**src/rtl/dsadc_pkg.sv**
```systemverilog
package dsadc_pkg;

  typedef enum logic [1:0] {
    PH_AZ    = 2'd0,
    PH_INT   = 2'd1,
    PH_DEINT = 2'd2
  } phase_e;

  // one decade step: 9 wraps to 0
  function automatic logic [3:0] bcd_step(input logic [3:0] d);
    return (d == 4'd9) ? 4'd0 : d + 4'd1;
  endfunction

  // counts left for offset nulling once integrate and run-down are spent
  function automatic int unsigned az_counts(input int unsigned cycle,
                                            input int unsigned integ,
                                            input int unsigned used);
    return cycle - integ - used;
  endfunction

endpackage

```
**src/rtl/dsadc_prescaler.sv**
```systemverilog
module dsadc_prescaler #(
  parameter int unsigned PRESCALE = 4
) (
  input  logic clk_i,
  input  logic rst_ni,
  output logic tick_o
);
  localparam int unsigned PW = (PRESCALE > 1) ? $clog2(PRESCALE) : 1;

  logic [PW-1:0] div_q;

  always_ff @(posedge clk_i or negedge rst_ni) begin
    if (!rst_ni)
      div_q <= '0;
    else if (div_q == PW'(PRESCALE - 1))
      div_q <= '0;
    else
      div_q <= div_q + 1'b1;
  end

  assign tick_o = (div_q == PW'(PRESCALE - 1));
endmodule

```
**src/rtl/dsadc_bcd_counter.sv**
```systemverilog
module dsadc_bcd_counter
  import dsadc_pkg::*;
#(
  parameter int unsigned DIGITS = 4
) (
  input  logic                  clk_i,
  input  logic                  rst_ni,
  input  logic                  clr_i,
  input  logic                  inc_i,
  output logic [4*DIGITS-1:0]   value_o
);
  logic [DIGITS:0] carry;
  assign carry[0] = inc_i;

  for (genvar g = 0; g < DIGITS; g++) begin : g_decade
    logic [3:0] dec_q;

    always_ff @(posedge clk_i or negedge rst_ni) begin
      if (!rst_ni)
        dec_q <= 4'd0;
      else if (clr_i)
        dec_q <= 4'd0;
      else if (carry[g])
        dec_q <= bcd_step(dec_q);
    end

    assign carry[g+1]        = carry[g] && (dec_q == 4'd9);
    assign value_o[4*g +: 4] = dec_q;
  end
endmodule

```
**src/rtl/dsadc_phase_ctrl.sv**
```systemverilog
module dsadc_phase_ctrl
  import dsadc_pkg::*;
#(
  parameter int unsigned INT_COUNTS   = 1000,
  parameter int unsigned DEINT_MAX    = 2000,
  parameter int unsigned CYCLE_COUNTS = 4000
) (
  input  logic   clk_i,
  input  logic   rst_ni,
  input  logic   tick_i,
  input  logic   cmp_i,
  output phase_e phase_o,
  output logic   pol_o,
  output logic   int_end_o,
  output logic   deint_trip_o,
  output logic   deint_force_o,
  output logic   bcd_clr_o,
  output logic   bcd_inc_o
);
  localparam int unsigned CNT_W = $clog2(CYCLE_COUNTS + 1);

  phase_e           phase_q;
  logic [CNT_W-1:0] pcnt_q;
  logic [CNT_W-1:0] used_q;
  logic             pol_q;
  logic [CNT_W-1:0] az_last;
  logic             az_end;
  logic             deint_exit;

  assign az_last = CNT_W'(az_counts(CYCLE_COUNTS, INT_COUNTS, int'(used_q)) - 1);

  assign az_end        = tick_i && (phase_q == PH_AZ)  && (pcnt_q == az_last);
  assign int_end_o     = tick_i && (phase_q == PH_INT) && (pcnt_q == CNT_W'(INT_COUNTS - 1));
  assign deint_trip_o  = tick_i && (phase_q == PH_DEINT) && (cmp_i != pol_q);
  assign deint_force_o = tick_i && (phase_q == PH_DEINT) && (cmp_i == pol_q)
                         && (pcnt_q == CNT_W'(DEINT_MAX - 1));
  assign deint_exit    = deint_trip_o || deint_force_o;
  assign bcd_clr_o     = int_end_o;
  assign bcd_inc_o     = tick_i && (phase_q == PH_DEINT) && (cmp_i == pol_q);

  always_ff @(posedge clk_i or negedge rst_ni) begin
    if (!rst_ni) begin
      phase_q <= PH_AZ;
      pcnt_q  <= '0;
      used_q  <= '0;
      pol_q   <= 1'b0;
    end else if (tick_i) begin
      unique case (phase_q)
        PH_AZ: begin
          if (az_end) begin
            phase_q <= PH_INT;
            pcnt_q  <= '0;
          end else begin
            pcnt_q  <= pcnt_q + 1'b1;
          end
        end
        PH_INT: begin
          if (int_end_o) begin
            phase_q <= PH_DEINT;
            pcnt_q  <= '0;
            pol_q   <= cmp_i;
          end else begin
            pcnt_q  <= pcnt_q + 1'b1;
          end
        end
        PH_DEINT: begin
          if (deint_exit) begin
            phase_q <= PH_AZ;
            pcnt_q  <= '0;
            used_q  <= pcnt_q + 1'b1;
          end else begin
            pcnt_q  <= pcnt_q + 1'b1;
          end
        end
        default: begin
          phase_q <= PH_AZ;
          pcnt_q  <= '0;
        end
      endcase
    end
  end

  assign phase_o = phase_q;
  assign pol_o   = pol_q;
endmodule

```
**src/rtl/dsadc_sequencer.sv**
```systemverilog
module dsadc_sequencer
  import dsadc_pkg::*;
#(
  parameter int unsigned PRESCALE     = 4,
  parameter int unsigned INT_COUNTS   = 1000,
  parameter int unsigned DEINT_MAX    = 2000,
  parameter int unsigned CYCLE_COUNTS = 4000,
  parameter int unsigned DIGITS       = 4
) (
  input  logic                clk_i,
  input  logic                rst_ni,
  input  logic                cmp_i,
  output logic                az_en_o,
  output logic                int_en_o,
  output logic                deint_en_o,
  output logic                ref_sel_o,
  output logic [4*DIGITS-1:0] rd_digits_o,
  output logic                rd_neg_o,
  output logic                rd_ovr_o
);
  localparam int unsigned DW = 4 * DIGITS;

  logic          tick;
  phase_e        phase;
  logic          pol;
  logic          int_end;
  logic          deint_trip;
  logic          deint_force;
  logic          conv_latch;
  logic          bcd_clr;
  logic          bcd_inc;
  logic [DW-1:0] bcd_val;
  logic [DW-1:0] ovr_code;

  dsadc_prescaler #(.PRESCALE(PRESCALE)) u_div (
    .clk_i  (clk_i),
    .rst_ni (rst_ni),
    .tick_o (tick)
  );

  dsadc_phase_ctrl #(
    .INT_COUNTS   (INT_COUNTS),
    .DEINT_MAX    (DEINT_MAX),
    .CYCLE_COUNTS (CYCLE_COUNTS)
  ) u_ctrl (
    .clk_i         (clk_i),
    .rst_ni        (rst_ni),
    .tick_i        (tick),
    .cmp_i         (cmp_i),
    .phase_o       (phase),
    .pol_o         (pol),
    .int_end_o     (int_end),
    .deint_trip_o  (deint_trip),
    .deint_force_o (deint_force),
    .bcd_clr_o     (bcd_clr),
    .bcd_inc_o     (bcd_inc)
  );

  dsadc_bcd_counter #(.DIGITS(DIGITS)) u_cnt (
    .clk_i   (clk_i),
    .rst_ni  (rst_ni),
    .clr_i   (bcd_clr),
    .inc_i   (bcd_inc),
    .value_o (bcd_val)
  );

  for (genvar g = 0; g < DIGITS; g++) begin : g_ovr
    if (g == DIGITS - 1) begin : g_top
      assign ovr_code[4*g +: 4] = 4'h1;
    end else begin : g_low
      assign ovr_code[4*g +: 4] = 4'hF;
    end
  end

  assign conv_latch = deint_trip || deint_force;

  always_ff @(posedge clk_i or negedge rst_ni) begin
    if (!rst_ni) begin
      rd_digits_o <= '0;
      rd_neg_o    <= 1'b0;
      rd_ovr_o    <= 1'b0;
    end else if (conv_latch) begin
      rd_neg_o    <= pol;
      rd_ovr_o    <= deint_force;
      rd_digits_o <= deint_force ? ovr_code : bcd_val;
    end
  end

  assign az_en_o    = (phase == PH_AZ);
  assign int_en_o   = (phase == PH_INT);
  assign deint_en_o = (phase == PH_DEINT);
  assign ref_sel_o  = pol;

  // int_end is observed only through the phase change it causes
  logic unused_evt;
  assign unused_evt = int_end;
endmodule

```
**config.mk**
```make
export PLATFORM = sky130hd
export DESIGN_NAME = dsadc_sequencer
export DESIGN_NICKNAME = d
export VERILOG_FILES = /design/src/rtl/dsadc_pkg.sv /design/src/rtl/dsadc_prescaler.sv /design/src/rtl/dsadc_bcd_counter.sv /design/src/rtl/dsadc_phase_ctrl.sv /design/src/rtl/dsadc_sequencer.sv
export SDC_FILE = /design/constraint.sdc
export NUM_CORES = 1
export LEC_CHECK = 0
export BUFFER_PORTS_ARGS = -buffer_cell sky130_fd_sc_hd__buf_4
export CORE_ASPECT_RATIO = 0.7
export CORE_UTILIZATION = 30
export CTS_BUF_LIST = sky130_fd_sc_hd__clkbuf_8
export DETAILED_ROUTE_END_ITERATION = 10
export GPL_TIMING_DRIVEN = 0
export PLACE_DENSITY_LB_ADDON = 0.08
export SYNTH_ARGS = -nofsm -noshare
export SYNTH_HDL_FRONTEND = slang
export SYNTH_HIERARCHICAL = 1
export SYNTH_SLANG_ARGS = --single-unit
```
**constraint.sdc**
```tcl
create_clock -name clk_i -period 2.1 [get_ports clk_i]
set_clock_uncertainty 0.15 [all_clocks]
set_input_delay 0.42 -clock clk_i [delete_from_list [all_inputs] [get_ports clk_i]]
set_output_delay 0.42 -clock clk_i [all_outputs]
set_load 0.05 [all_outputs]
```
==> impl_results.md <==
* Status: completed
* Buffers on Ports at 24
* Top sig layer: met4
* Element type at the critical path start: flop
* Number of core rows at 33
* Slowest library cell on the worst path: dfrtp_1
* Initial Utilization at 0.3105
* Setup crit end kind: flop
* Core Box Area at ~12,000 um^2
* Worst hold path class: primary input to asynchronous set/reset pin
* Comb pwr share at 0.091
* Vias after detailed routing at around 3,000
* Tightest Pin Transition at 0.8289 ns
* RSZ-0062 raised after global routing: true
* Final Setup Violations at 0
* Antenna cells at 0
* Final Hold Vio Count at 0
* Post-Synthesis Cells at around 370
* Full die area at between 10,000 and 15,000 um^2
* Worst Path Max Fanout at 8
* WL met1 at 5.383 mm
* Initial DRC Count at around 230
* Internal power at between 2000 and 2500 uW
* Nets at 442
* Most frequent CP cell: o31ai_4
* Final Util at 0.4038
* DRC at 0
* WL per Instance at 17.10 um
* Setup slack at placement at -0.5647 ns
* Root Buffer: clkbuf_8
* Clock group share of total power at 0.445
* P_leak at 0.002066 uW
* Final HPWL DP at 6.461 mm
* Syn Area/Cell at 9.821 um^2
* Multi-input gate area at around 2200 um^2
* WP data required at between 2 and 2.5 ns
* P per Cell Area at 578.7 nW/um^2
* CP Data Arrival Time at 2.16 ns
* TritonCTS buffer count at 9
* Final ANT Viol Nets at 0
* Pin count of the biggest net entering global routing at 64
* Min cycle time layout at 2.093 ns
* First-pass GRT wire length at 16.24 mm
* Worst-Skew Late Latency at 0.36 ns
* Initial antenna violation count at 0
* Syn Nets at 386
* Vias in the first global route at between 2,000 and 3,000
* Io pins at 25
* Max-cap violations at 0
* Routed length on met2 at a little over 4 mm
* Ys Warns at 6
* Crit path buf inv count at 1
* Die W at 133.9 um
* Period utilisation layout at 0.9969
* Die Ht at 94.33 um
* Relative slew slack at 0.4474
* First-pass DRT Iterations at 4
* Kind of cell adding the most delay to the critical path: compound AO/OA/AOI/OAI gates
* CP max stage delay at roughly 0.42 ns
* Switching share of total power at 0.2595
* Vias per cell at 5.129
* Fmax at 477.7 MHz
* CP Class: flop to flop
* Commonest non-fill, non-tap cell in the layout: dfrtp_1
* Total gr overflow at 0
* Final Routed Wirelength at between 10 and 15 mm
* Clock Sinks at 63
* Clock Pin Slew Worst Setup and Hold Paths at 0.07 ns
* Number of fill cells at approximately 1,200
* Slew Viols, Final at 0
* CTS max path bufs at 2
* Register area at 1587 um^2
* Most frequent cells in the layout: dfrtp_1, buf_4, nor2_1
* Worst-path cell chain: buf_4, a311oi_2, nand3b_1, o31ai_4, nand3_4, o31ai_4, a21oi_1
* Routability cong. at 0.8100
* Area Overhead vs Synth at 30.07%
* Worst VDD drop at 0.2724 mV
* Total global-route track usage at 0.1712
* CTS tree: yes
* Fraction of layout instances using a drive strength above 1 at 0.3372
* Mapped cell area at 3654 um^2
* Net load switching power at 713.6 uW
* Metal3 WL at 442 um
* Worst setup margin at 0.006530 ns
* Sequential Power Share at 0.464
* CTS H-Tree Depth at 3
power groups by stage:
| stage | Sequential, uW | Combinational (uW) | Clock (uW) |
|---|---|---|---|
| 3_3_place_gp | 1290 | 211 | 0 |
| 5_1_grt | 1280 | 270 | 1310 |
| 4_1_cts | 1270 | 235 | 1260 |
| 2_1_floorplan | 1340 | 92.7 | 0 |
| 3_5_place_dp | 1300 | 212 | 0 |
| 6_report | 1280 | 250 | 1220 |
flip-flops by register name, indices dropped and copies added (netlist names):
signal,cells
rd_digits_o,16
u_cnt/g_decade.dec_q,16
u_ctrl/pcnt_q,12
u_ctrl/used_q,12
u_ctrl/phase_o,2
u_div/div_q,2
rd_neg_o,1
rd_ovr_o,1
u_ctrl/pol_o,1
repair_timing:
action	in CTS	in global routing
gates resized for setup	39	30
setup endpoints to repair	61	52
setup buffers	16	7
hold buffers	0	0
pin swaps	16	18
area by class of cell:
| cell class | count | area share |
|---|---|---|
| inverters | 11 | 0.008689 |
| flip-flops and latches | 63 | 0.3339 |
| repair buffers | 47 | 0.07504 |
| clock buffers | 10 | 0.02896 |
| plain buffers | 20 | 0.03581 |
| multi-input cells | 276 | 0.4584 |
| clock inverters | 6 | 0.01790 |
| well taps | 157 | 0.04134 |
stage by stage:
step / cell area, um^2 / cells / TNS [ns] / hold slack (ns) / total power, uW
6_report: 4752 / 590 / 0 / 0.008690 / 2750
3_5_place_dp: 4033 / 553 / -19.44 / 0.2684 / 1507
3_3_place_gp: 4033 / 553 / -20.24 / 0.2635 / 1506
5_1_grt: 4752 / 590 / -0.5702 / 0.07864 / 2860
4_1_cts: 4537 / 583 / -0.01943 / 0.04950 / 2764
2_1_floorplan: 3656 / 372 / -0.009252 / -0.02559 / 1431
metal layers:
metal,vias up,global-route usage
met3,10,0.04187
li1,1438,-
met4,0,0.05019
met5,-,0
met1,1515,0.2618
met2,63,0.2323
worst paths after layout:
kind | start | endpoint | slack, ns | cells after the start
max in group asynchronous | rst_ni | u_ctrl/pcnt_q[6]$_DFFE_PN0P_ | 1.20 | 1
min in group clk_i | cmp_i | u_ctrl/pol_o$_DFFE_PN0P_ | 0.21 | 2
max reg2reg | u_ctrl/used_q[4]$_DFFE_PN0P_ | u_ctrl/pcnt_q[4]$_DFFE_PN0P_ | 0.007 | 7
min reg2reg | u_div/div_q[0]$_DFF_PN0_ | u_div/div_q[0]$_DFF_PN0_ | 0.32 | 1
min | rst_ni | rd_digits_o[13]$_DFFE_PN0P_ | 0.009 | 1
max | u_ctrl/used_q[4]$_DFFE_PN0P_ | u_ctrl/pcnt_q[4]$_DFFE_PN0P_ | 0.007 | 7
No activity file was read; power rests on OpenSTA's default activity.
